**config.mk**
```make
export PLATFORM = sky130hd
export DESIGN_NAME = spi_word_mem
export DESIGN_NICKNAME = d
export VERILOG_FILES = /design/src/rtl/spi_word_pkg.sv /design/src/rtl/spi_bit_engine.sv /design/src/rtl/spi_word_ctrl.sv /design/src/rtl/spi_word_mem.sv
export SDC_FILE = /design/constraint.sdc
export NUM_CORES = 1
export LEC_CHECK = 0
export ABC_CLOCK_PERIOD_IN_PS = 3770
export CAP_MARGIN = 20
export CORE_AREA = 5 5 87 89
export CTS_BUF_LIST = sky130_fd_sc_hd__clkbuf_8
export DETAILED_ROUTE_END_ITERATION = 10
export DIE_AREA = 0 0 92 94
export GPL_TIMING_DRIVEN = 0
export PLACE_DENSITY = 0.88
export SLEW_MARGIN = 0
export SYNTH_ARGS = -nofsm -noshare
export SYNTH_HDL_FRONTEND = slang
export SYNTH_SLANG_ARGS = --single-unit
```
**constraint.sdc**
```tcl
create_clock -name clk -period 3.77 [get_ports clk]
set_clock_uncertainty 0.15 [all_clocks]
set_input_delay 0.754 -clock clk [delete_from_list [all_inputs] [get_ports clk]]
set_output_delay 0.754 -clock clk [all_outputs]
set_load 0.005 [all_outputs]
```
**src/rtl/spi_word_pkg.sv**
```systemverilog
// Package: shared constants and state type for the SPI word memory engine.
// Assumes a single-lane SPI bus, mode 0, with 24-bit device addressing.
package spi_word_pkg;
    localparam logic [7:0] CMD_RD = 8'h03;
    localparam logic [7:0] CMD_WR = 8'h02;

    typedef enum logic [1:0] {
        ST_IDLE,
        ST_XFER,
        ST_GAP,
        ST_DONE
    } seq_state_t;
endpackage

```
**src/rtl/spi_bit_engine.sv**
```systemverilog
// Bit engine: shifts a fixed-length frame out on MOSI at half the system
// clock in SPI mode 0 and collects the final RX_W bits seen on MISO.
// Assumes the controller holds chip select low while active is high.
module spi_bit_engine #(
    parameter int FRAME_W = 48,
    parameter int RX_W    = 16
) (
    input  logic               clk,
    input  logic               rst_n,
    input  logic               start,
    input  logic [FRAME_W-1:0] frame,
    input  logic               miso,
    output logic               sclk,
    output logic               mosi,
    output logic [RX_W-1:0]    rx_word,
    output logic               last
);
    localparam int CNT_W = $clog2(FRAME_W);

    logic [FRAME_W-1:0] sh_q;
    logic [CNT_W-1:0]   cnt_q;
    logic               active_q;
    logic               sclk_q;

    // Final falling edge of the frame.
    assign last = active_q && sclk_q && (cnt_q == CNT_W'(FRAME_W - 1));
    assign sclk = sclk_q;
    assign mosi = sh_q[FRAME_W-1];

    // Clock toggling, shift out on the falling edge, sample during the high phase.
    always_ff @(posedge clk) begin
        if (!rst_n) begin
            sh_q     <= '0;
            cnt_q    <= '0;
            active_q <= 1'b0;
            sclk_q   <= 1'b0;
            rx_word  <= '0;
        end else if (start && !active_q) begin
            sh_q     <= frame;
            cnt_q    <= '0;
            active_q <= 1'b1;
            sclk_q   <= 1'b0;
        end else if (active_q) begin
            if (!sclk_q) begin
                sclk_q <= 1'b1;
            end else begin
                sclk_q  <= 1'b0;
                rx_word <= {rx_word[RX_W-2:0], miso};
                sh_q    <= {sh_q[FRAME_W-2:0], 1'b0};
                cnt_q   <= cnt_q + 1'b1;
                if (last) active_q <= 1'b0;
            end
        end
    end

    AST_SCLK_HALF: assert property (@(posedge clk) disable iff (!rst_n)
        sclk_q |=> !sclk_q);
    AST_IDLE_LOW: assert property (@(posedge clk) disable iff (!rst_n)
        !active_q |-> !sclk_q);
endmodule

```
**src/rtl/spi_word_ctrl.sv**
```systemverilog
// Access sequencer: accepts a word request when idle, builds the command,
// address and data frame, drives the chip selects and closes each access
// with a chip-select-high gap followed by a done pulse.
// Assumes the bit engine reports the final falling edge through xfer_last.
module spi_word_ctrl
    import spi_word_pkg::*;
#(
    parameter int ADDR_W   = 16,
    parameter int DATA_W   = 16,
    parameter int DEV_AW   = 24,
    parameter int GAP_CLKS = 2,
    localparam int FRAME_W = 8 + DEV_AW + DATA_W
) (
    input  logic               clk,
    input  logic               rst_n,
    input  logic               req,
    input  logic               req_write,
    input  logic               req_dev,
    input  logic [ADDR_W-1:0]  req_addr,
    input  logic [DATA_W-1:0]  req_wdata,
    input  logic               xfer_last,
    input  logic [DATA_W-1:0]  rx_word,
    output logic               start,
    output logic [FRAME_W-1:0] frame,
    output logic               flash_cs_n,
    output logic               sram_cs_n,
    output logic               busy,
    output logic               done,
    output logic [DATA_W-1:0]  rd_data
);
    localparam int GAP_W = $clog2(GAP_CLKS + 1);
    localparam int PAD_W = DEV_AW - ADDR_W - 1;

    seq_state_t       state_q;
    logic [GAP_W-1:0] gap_q;
    logic             wr_q;
    logic             accept;
    logic             refuse;
    logic [DEV_AW-1:0] byte_addr;

    assign accept    = (state_q == ST_IDLE) && req;
    assign refuse    = req_write && !req_dev;
    assign byte_addr = {{PAD_W{1'b0}}, req_addr, 1'b0};
    assign start     = accept && !refuse;
    assign frame     = {(req_write ? CMD_WR : CMD_RD), byte_addr,
                        (req_write ? req_wdata : {DATA_W{1'b0}})};
    assign busy      = (state_q != ST_IDLE);
    assign done      = (state_q == ST_DONE);

    // Access sequencing and chip-select control.
    always_ff @(posedge clk) begin
        if (!rst_n) begin
            state_q    <= ST_IDLE;
            gap_q      <= '0;
            wr_q       <= 1'b0;
            flash_cs_n <= 1'b1;
            sram_cs_n  <= 1'b1;
            rd_data    <= '0;
        end else begin
            unique case (state_q)
                ST_IDLE: if (accept) begin
                    wr_q <= req_write;
                    if (refuse) begin
                        state_q <= ST_DONE;
                    end else begin
                        state_q    <= ST_XFER;
                        flash_cs_n <= req_dev;
                        sram_cs_n  <= !req_dev;
                    end
                end
                ST_XFER: if (xfer_last) begin
                    state_q    <= ST_GAP;
                    flash_cs_n <= 1'b1;
                    sram_cs_n  <= 1'b1;
                    gap_q      <= '0;
                end
                ST_GAP: begin
                    gap_q <= gap_q + 1'b1;
                    if (gap_q == GAP_W'(GAP_CLKS - 1)) begin
                        state_q <= ST_DONE;
                        if (!wr_q) rd_data <= rx_word;
                    end
                end
                ST_DONE: state_q <= ST_IDLE;
                default: state_q <= ST_IDLE;
            endcase
        end
    end

    AST_ONE_CS: assert property (@(posedge clk) disable iff (!rst_n)
        !(!flash_cs_n && !sram_cs_n));
    AST_FLASH_RO: assert property (@(posedge clk) disable iff (!rst_n)
        !flash_cs_n |-> !wr_q);
    AST_CS_HELD: assert property (@(posedge clk) disable iff (!rst_n)
        (state_q == ST_XFER) |-> (flash_cs_n != sram_cs_n));
endmodule

```
**src/rtl/spi_word_mem.sv**
```systemverilog
// Top: word-oriented access engine for a flash and an SRAM on one SPI bus.
// Assumes the caller decodes which device a word address belongs to.
module spi_word_mem #(
    parameter int ADDR_W   = 16,
    parameter int DATA_W   = 16,
    parameter int DEV_AW   = 24,
    parameter int GAP_CLKS = 2
) (
    input  logic              clk,
    input  logic              rst_n,
    input  logic              req,
    input  logic              req_write,
    input  logic              req_dev,
    input  logic [ADDR_W-1:0] req_addr,
    input  logic [DATA_W-1:0] req_wdata,
    output logic              busy,
    output logic              done,
    output logic [DATA_W-1:0] rd_data,
    output logic              spi_sclk,
    output logic              spi_mosi,
    input  logic              spi_miso,
    output logic              flash_cs_n,
    output logic              sram_cs_n
);
    localparam int FRAME_W = 8 + DEV_AW + DATA_W;

    logic               start;
    logic               xfer_last;
    logic [FRAME_W-1:0] frame;
    logic [DATA_W-1:0]  rx_word;

    spi_word_ctrl #(
        .ADDR_W(ADDR_W), .DATA_W(DATA_W), .DEV_AW(DEV_AW), .GAP_CLKS(GAP_CLKS)
    ) u_ctrl (
        .clk(clk), .rst_n(rst_n), .req(req), .req_write(req_write),
        .req_dev(req_dev), .req_addr(req_addr), .req_wdata(req_wdata),
        .xfer_last(xfer_last), .rx_word(rx_word), .start(start),
        .frame(frame), .flash_cs_n(flash_cs_n), .sram_cs_n(sram_cs_n),
        .busy(busy), .done(done), .rd_data(rd_data)
    );

    spi_bit_engine #(
        .FRAME_W(FRAME_W), .RX_W(DATA_W)
    ) u_bits (
        .clk(clk), .rst_n(rst_n), .start(start), .frame(frame),
        .miso(spi_miso), .sclk(spi_sclk), .mosi(spi_mosi),
        .rx_word(rx_word), .last(xfer_last)
    );

    AST_MOSI_HOLD: assert property (@(posedge clk) disable iff (!rst_n)
        spi_sclk |-> $stable(spi_mosi));
    AST_CS_EDGE_LOW: assert property (@(posedge clk) disable iff (!rst_n)
        ($changed(flash_cs_n) || $changed(sram_cs_n)) |-> !spi_sclk);
    AST_IDLE_QUIET: assert property (@(posedge clk) disable iff (!rst_n)
        !busy |-> (flash_cs_n && sram_cs_n && !spi_sclk && !done));
    AST_DONE_PULSE: assert property (@(posedge clk) disable iff (!rst_n)
        done |=> !done);
    AST_GAP_BEFORE_DONE: assert property (@(posedge clk) disable iff (!rst_n)
        done |-> ($past(flash_cs_n && sram_cs_n, 1) && $past(flash_cs_n && sram_cs_n, 2)));
endmodule

```
==> flow_metrics.py, run 1 <==
metrics = {
    "detailed_routing": {
        "drt-total-wl_um": 8130,
        "via_count": 3252,
        "drt_pre_antenna_iters": 5,
        "final_antenna_net_count": 0,
        "detailedRoute.firstIterationViolations": 212,
        "route.detailed.drc": 0,
        "avgViaCountPerCell": 5.54,
        "wl_per_cell_um": 13.8,
    },
    "yosys": {
        "synth_area_um2": 3880,
        "synth.distinct_cells": 41,
        "largest_family_of_logic_cells_by_synthesized_area": "compound AO/OA/AOI/OAI gates",
        "synth-xor-area-share_pct": 1.35,
        "post_synth_mux_area_share_pct": 0,
        "post_synthesis_area_per_instance_um2": 8.97,
        "synth-compound-area-share_pct": 23.1,
        "async_reset_ff_share_pct": 0,
        "postSynthCellCount": 433,
        "yosysWarnings": 0,
        "synth_edf_count": 0,
        "yosys_most_used_dff": "sky130_fd_sc_hd__dfxtp_1",
        "post_synth_fa_ha_maj_area_fraction_pct": 1.93,
        "ys_ff_latch": 95,
        "synth-seq-area-share_pct": 49.0,
        "synth-simple-area-share_pct": 19.6,
        "syn_nets": 477,
    },
    "die": {
        "die_h_um": 94,
        "dieWidth_um": 92,
        "floorplan.initialDensity_pct": 58.1,
        "die_area_um2": 8650,
        "floorplan.core_area_um2": 6680,
        "io-pin-count": 60,
        "rows": 30,
    },
    "critical_path": {
        "worstReg2RegStart": "u_ctrl.state_q[0]",
        "worstPathArrival_ps": 1820,
        "cp_data_required_time_ps": 2870,
        "setup.worst_path.start_class": "flop",
        "worst_setup_path_end_kind": "output port",
        "criticalPathCategory": "flop to output port",
        "regToRegSetupSlack_ps": 1720,
        "timing.rr.end": "u_ctrl.rd_data[4]",
        "r2r_cells": 7,
        "timing.critical_path.fanout_max": 10,
    },
    "clock_network": {
        "cts_buffer_depth": 2,
        "cts_setup_buffers": 0,
        "cts_tree": "done",
        "root_cell_of_the_clock_tree": "sky130_fd_sc_hd__clkbuf_8",
        "cts_made_buffers": 9,
        "clock_pin_slew_on_the_worst_setup_and_hold_paths_ps": 80,
        "cts-resized-gates": 0,
        "cts_sinks": 95,
        "cts.hold.buffers_added": 0,
        "clock_latency_at_the_later_pin_of_the_worst_skew_pair_ps": 360,
        "cts_htree_levels": 3,
    },
    "place": {
        "dp_hpwl_um": 5880,
        "place.port_buffers": 58,
        "placed_cells_incl_taps": 571,
        "routabilityCongestion": 0.840,
    },
    "layout": {
        "layout.cells.most_common_list": "113 x sky130_fd_sc_hd__nand2_1, 95 x sky130_fd_sc_hd__dfxtp_1, 58 x sky130_fd_sc_hd__clkdlybuf4s50_1",
        "multi_input_comb_area_um2": 1790,
        "antenna_cells_inserted": 0,
        "most_common_cell_after_layout_fill_and_taps_aside": "sky130_fd_sc_hd__nand2_1",
        "area_growth_syn_to_layout_pct": 23.5,
        "fillerInstances": 533,
        "number_of_nets_in_the_finished_design": 546,
        "layout.area.seq_um2": 1900,
        "final-instance-count-excl-fill": 587,
        "final_layout_size_suffix_gt1_share_pct": 7.50,
    },
    "sta": {
        "hold_viol": 0,
        "report.final.setup_viol": 0,
        "finalCritPeriodShare_pct": 72.3,
        "fmaxAchievable_mhz": 367,
        "period_minus_slack_ps": 2720,
        "timing_worst_slew_pin_value_ps": 525,
        "tns_ps": 0,
        "timing.final.max_slew_violations": 0,
        "unrepaired_setup_endpoints_after_global_routing": "no",
        "slew-limit-headroom_pct": 65.0,
        "whs_ps": 304,
    },
    "global_routing": {
        "via_count_of_the_first_global_routing_pass": 3161,
        "groute.usage.overall_pct": 19.7,
        "grt_antenna_before_repair": 0,
        "grt_pass1_wl_um": 13900,
        "grt_max_degree": 17,
        "grt.overflow.total": 0,
    },
    "min_path": {
        "terminating_pin_of_the_worst_hold_path": "u_ctrl.rd_data[10]",
        "hold_depth": 2,
        "min-delay-start": "u_ctrl.rd_data[10]",
        "hold_path_class": "flop to flop",
    },
    "run_status": {
        "outcome": "completed",
    },
    "flow_run": {
        "cap_viol_max_count": 0,
    },
    "power_and_ir_drop": {
        "power_density_nw_per_um2": 505,
        "worst_voltage_drop_across_the_vdd_grid_mv": 0.356,
        "static-leakage-power_nw": 1.65,
    },
}
## critical path, cell delays in order (launching register included)
cell	delay [ps]
sky130_fd_sc_hd__dfxtp_1	390
sky130_fd_sc_hd__inv_1	80
sky130_fd_sc_hd__ha_1	220
sky130_fd_sc_hd__buf_2	180
sky130_fd_sc_hd__inv_1	90
sky130_fd_sc_hd__clkdlybuf4s50_1	500
## synth_stat cells (5+ instances only)
master / instances / share of area (%)
sky130_fd_sc_hd__buf_2: 9 / 1.2
sky130_fd_sc_hd__inv_1: 5 / 0.48
sky130_fd_sc_hd__nor2b_1: 17 / 2.7
sky130_fd_sc_hd__a21boi_1: 57 / 11
sky130_fd_sc_hd__ha_1: 6 / 1.9
sky130_fd_sc_hd__nor2_1: 14 / 1.4
sky130_fd_sc_hd__clkbuf_1: 16 / 1.5
sky130_fd_sc_hd__a21oi_1: 14 / 1.8
sky130_fd_sc_hd__nand2_1: 113 / 11
sky130_fd_sc_hd__nand3_1: 10 / 1.3
sky130_fd_sc_hd__a222oi_1: 15 / 3.9
sky130_fd_sc_hd__buf_6: 5 / 1.4
sky130_fd_sc_hd__dfxtp_1: 95 / 49
sky130_fd_sc_hd__a22oi_1: 17 / 3.3
## how the worst max path moves through the flow
stage	slack [ps]	from	cells past startpoint	to
2_1_floorplan	1880	req	6	u_bits.sh_q[10]
3_3_place_gp	1200	req	6	u_bits.cnt_q[3]
3_5_place_dp	1120	req	7	u_bits.sh_q[13]
4_1_cts	1030	u_ctrl.state_q[0]	5	busy
5_1_grt	920	u_ctrl.state_q[0]	5	busy
6_report	1050	u_ctrl.state_q[0]	5	busy
## registers in the layout (all words and copies together), names as in the netlist
name,count
u_ctrl.gap_q,2
u_ctrl.wr_q,1
u_ctrl.rd_data,16
u_bits.rx_word,16
u_ctrl.sram_cs_n,1
u_bits.active_q,1
u_bits.cnt_q,6
u_bits.sh_q,48
u_ctrl.state_q,2
u_ctrl.flash_cs_n,1
u_bits.sclk,1
## cells by family (layout without fill, tap and decap cells)
family / after synthesis / in the layout
DFF: 95 / 95
buffers and inverters: 37 / 111
and+or+nand+nor: 170 / 170
adders and majority gates: 6 / 6
AOI/OAI and AO/OA: 119 / 119
xor gates and xnor gates: 6 / 6
## cell type report
type,instances,share of cell area [%]
buffer,32,3.68
clock inverter,6,1.93
timing repair buffer,58,12.1
multi-input combinational,301,37.3
tap,80,2.09
clock buffer,10,2.87
sequential,95,39.7
inverter,5,0.391
## metrics by stage
stage | utilization, % | area [um2] | setup slack, ps | power, W
after floorplan | - | 3880 | 1880 | 0.00152
after global placement | 68.3 | 4560 | 1200 | 0.00167
after detailed placement | 68.3 | 4560 | 1120 | 0.00169
after CTS | 71.8 | 4790 | 1030 | 0.00243
after global routing | 71.8 | 4790 | 925 | 0.00255
final | 71.8 | 4790 | 1050 | 0.00242
## report_power, final
group          internal, W  switching, W
combinational     0.000249      0.000303
clock             0.000395      0.000358
sequential         0.00107     0.0000476
## routing by layer
| layer | vias to the layer above | wire length, um | track usage [%] |
|---|---|---|---|
| li1 | 1636 | - | - |
| met1 | 1516 | 3600 | 23.5 |
| met2 | 90 | 3950 | 34.7 |
| met3 | 10 | 440 | 3.21 |
| met4 | 0 | 139 | 8.91 |
| met5 | - | 0 | 0 |
(Power assumes the default switching activity.)
==> run 2: changes to the inputs <==
ABC_CLOCK_PERIOD_IN_PS = 2220   (was 3770)
CORE_AREA = 5 5 95 97   (was 5 5 87 89)
DIE_AREA = 0 0 100 102   (was 0 0 92 94)
PLACE_DENSITY = 0.78   (was 0.88)
clock period = 2.22 ns   (was 3.77 ns; I/O delays follow)
==> flow_metrics.py, run 2 (same netlist as run 1, synthesis figures left out) <==
metrics = {
    "place": {
        "place.port_buffers": 58,
        "dp_hpwl_um": 6060,
        "routabilityCongestion": 0.815,
    },
    "sta": {
        "slew-limit-headroom_pct": 67.0,
        "finalCritPeriodShare_pct": 97.9,
        "fmaxAchievable_mhz": 460,
        "hold_viol": 0,
        "timing.final.max_slew_violations": 0,
        "period_minus_slack_ps": 2170,
        "report.final.setup_viol": 0,
        "whs_ps": 275,
        "timing_worst_slew_pin_value_ps": 494,
    },
    "layout": {
        "most_common_cell_after_layout_fill_and_taps_aside": "sky130_fd_sc_hd__nand2_1",
        "layout.cells.most_common_list": "113 x sky130_fd_sc_hd__nand2_1, 93 x sky130_fd_sc_hd__dfxtp_1, 58 x sky130_fd_sc_hd__clkdlybuf4s50_1",
        "finish.utilization_pct": 59.8,
        "final_layout_size_suffix_gt1_share_pct": 8.66,
        "number_of_nets_in_the_finished_design": 548,
        "area_growth_syn_to_layout_pct": 24.1,
        "antenna_cells_inserted": 0,
        "largest_reg_flops": 48,
        "max_flop_register": "u_bits.sh_q",
        "largest_registers": "u_bits.sh_q (48), u_bits.rx_word (16), u_ctrl.rd_data (16)",
    },
    "detailed_routing": {
        "avgViaCountPerCell": 5.30,
        "drt-total-wl_um": 8260,
        "drt_pre_antenna_iters": 7,
        "route.detailed.drc": 0,
        "via_count": 3248,
        "final_antenna_net_count": 0,
        "wl_per_cell_um": 13.5,
        "detailedRoute.firstIterationViolations": 169,
    },
    "critical_path": {
        "setup.worst_path.start_class": "flop",
        "criticalPathCategory": "flop to output port",
        "cp_data_required_time_ps": 1630,
        "worstPathArrival_ps": 1580,
        "timing.critical_path.fanout_max": 8,
        "worst_setup_path_end_kind": "output port",
    },
    "clock_network": {
        "clock_latency_at_the_later_pin_of_the_worst_skew_pair_ps": 360,
        "cts.hold.buffers_added": 0,
        "clock_pin_slew_on_the_worst_setup_and_hold_paths_ps": 80,
        "cts_htree_levels": 3,
        "cts_tree": "done",
        "cts_sinks": 95,
        "cts_made_buffers": 9,
        "root_cell_of_the_clock_tree": "sky130_fd_sc_hd__clkbuf_8",
        "cts_buffer_depth": 2,
    },
    "die": {
        "dieWidth_um": 100,
        "io-pin-count": 60,
        "floorplan.initialDensity_pct": 48.2,
        "floorplan.core_area_um2": 8050,
        "rows": 33,
        "die_h_um": 102,
        "die_area_um2": 10200,
    },
    "global_routing": {
        "grt.overflow.total": 0,
        "grt_antenna_before_repair": 0,
        "groute.usage.overall_pct": 16.6,
        "grt_max_degree": 16,
        "via_count_of_the_first_global_routing_pass": 3100,
        "grt_pass1_wl_um": 13900,
    },
    "power_and_ir_drop": {
        "static-leakage-power_nw": 1.65,
        "totalPowerFinal_w": 0.00400,
        "power_density_nw_per_um2": 831,
        "worst_voltage_drop_across_the_vdd_grid_mv": 0.424,
    },
    "run_status": {
        "outcome": "completed",
    },
    "flow_run": {
        "cap_viol_max_count": 0,
    },
    "min_path": {
        "hold_path_class": "input port to flop",
    },
}
==> run 2: cell types whose count changed in the layout (fill, tap and decap cells not counted), moves of 2 or more <==
| cell | before | now |
|---|---|---|
| sky130_fd_sc_hd__buf_4 | 2 | 5 |
| sky130_fd_sc_hd__clkinv_2 | 0 | 2 |
| sky130_fd_sc_hd__dfxtp_1 | 95 | 93 |
| sky130_fd_sc_hd__dfxtp_2 | 0 | 2 |
==> run 2: final cells by class <==
class | count | area, um2
Clock inverter | 6 | 62.6
Inverter | 5 | 18.8
Sequential cell | 95 | 1900
Timing Repair Buffer | 61 | 603
Tap cell | 105 | 131
Clock buffer | 9 | 124
Buffer | 31 | 173
Fill cell | 753 | 3230
Multi-Input combinational cell | 301 | 1800
==> run 2: path summary, 6_finish.rpt <==
kind / start / endpoint / slack, ps / cells past startpoint
max: u_ctrl.state_q[1] / busy / 50 / 4
min: rst_n / u_ctrl.sram_cs_n / 280 / 2
max reg2reg: u_ctrl.state_q[1] / u_bits.sh_q[1] / 230 / 9
min reg2reg: u_ctrl.rd_data[2] / u_ctrl.rd_data[2] / 300 / 2
==> run 2: power by group <==
group	leakage [nW]	switching, W	internal [W]
Combinational	0.789	0.000536	0.000474
Sequential	0.769	0.0000782	0.00182
Clock	0.0871	0.000582	0.000510
==> run 2: metrics by stage <==
stage | area, um2 | setup TNS, ps | setup WS, ps | std cells
2_1_floorplan | 3880 | 0 | 473 | 433
3_3_place_gp | 4600 | -652 | -59.1 | 596
3_5_place_dp | 4600 | -1510 | -103 | 596
4_1_cts | 4790 | 0 | 6.35 | 610
5_1_grt | 4820 | -11.7 | -11.7 | 613
6_report | 4820 | 0 | 46.7 | 613
==> run 2: worst max-delay path: stages (launching register included) <==
cell and delay, ps:
sky130_fd_sc_hd__dfxtp_2 360, sky130_fd_sc_hd__inv_1 90, sky130_fd_sc_hd__ha_4 190, sky130_fd_sc_hd__inv_1 70, sky130_fd_sc_hd__clkdlybuf4s50_1 520
==> run 2: routing by layer <==
metal | up-vias | global-route usage (%) | part of all wire [%]
met5 | - | 0 | 0
met2 | 95 | 28.9 | 47
li1 | 1632 | - | -
met4 | 0 | 5.70 | 1.3
met3 | 11 | 3.07 | 5.5
met1 | 1510 | 20.9 | 46
==> run 2: timing repair <==
action                                  in CTS  in global routing
pin swaps                                    0                  1
resized for setup                            4                  3
hold endpoints to repair                     0                  0
gates cloned                                 0                  0
setup buffers                                0                  3
endpoints found under the setup margin       1                  7
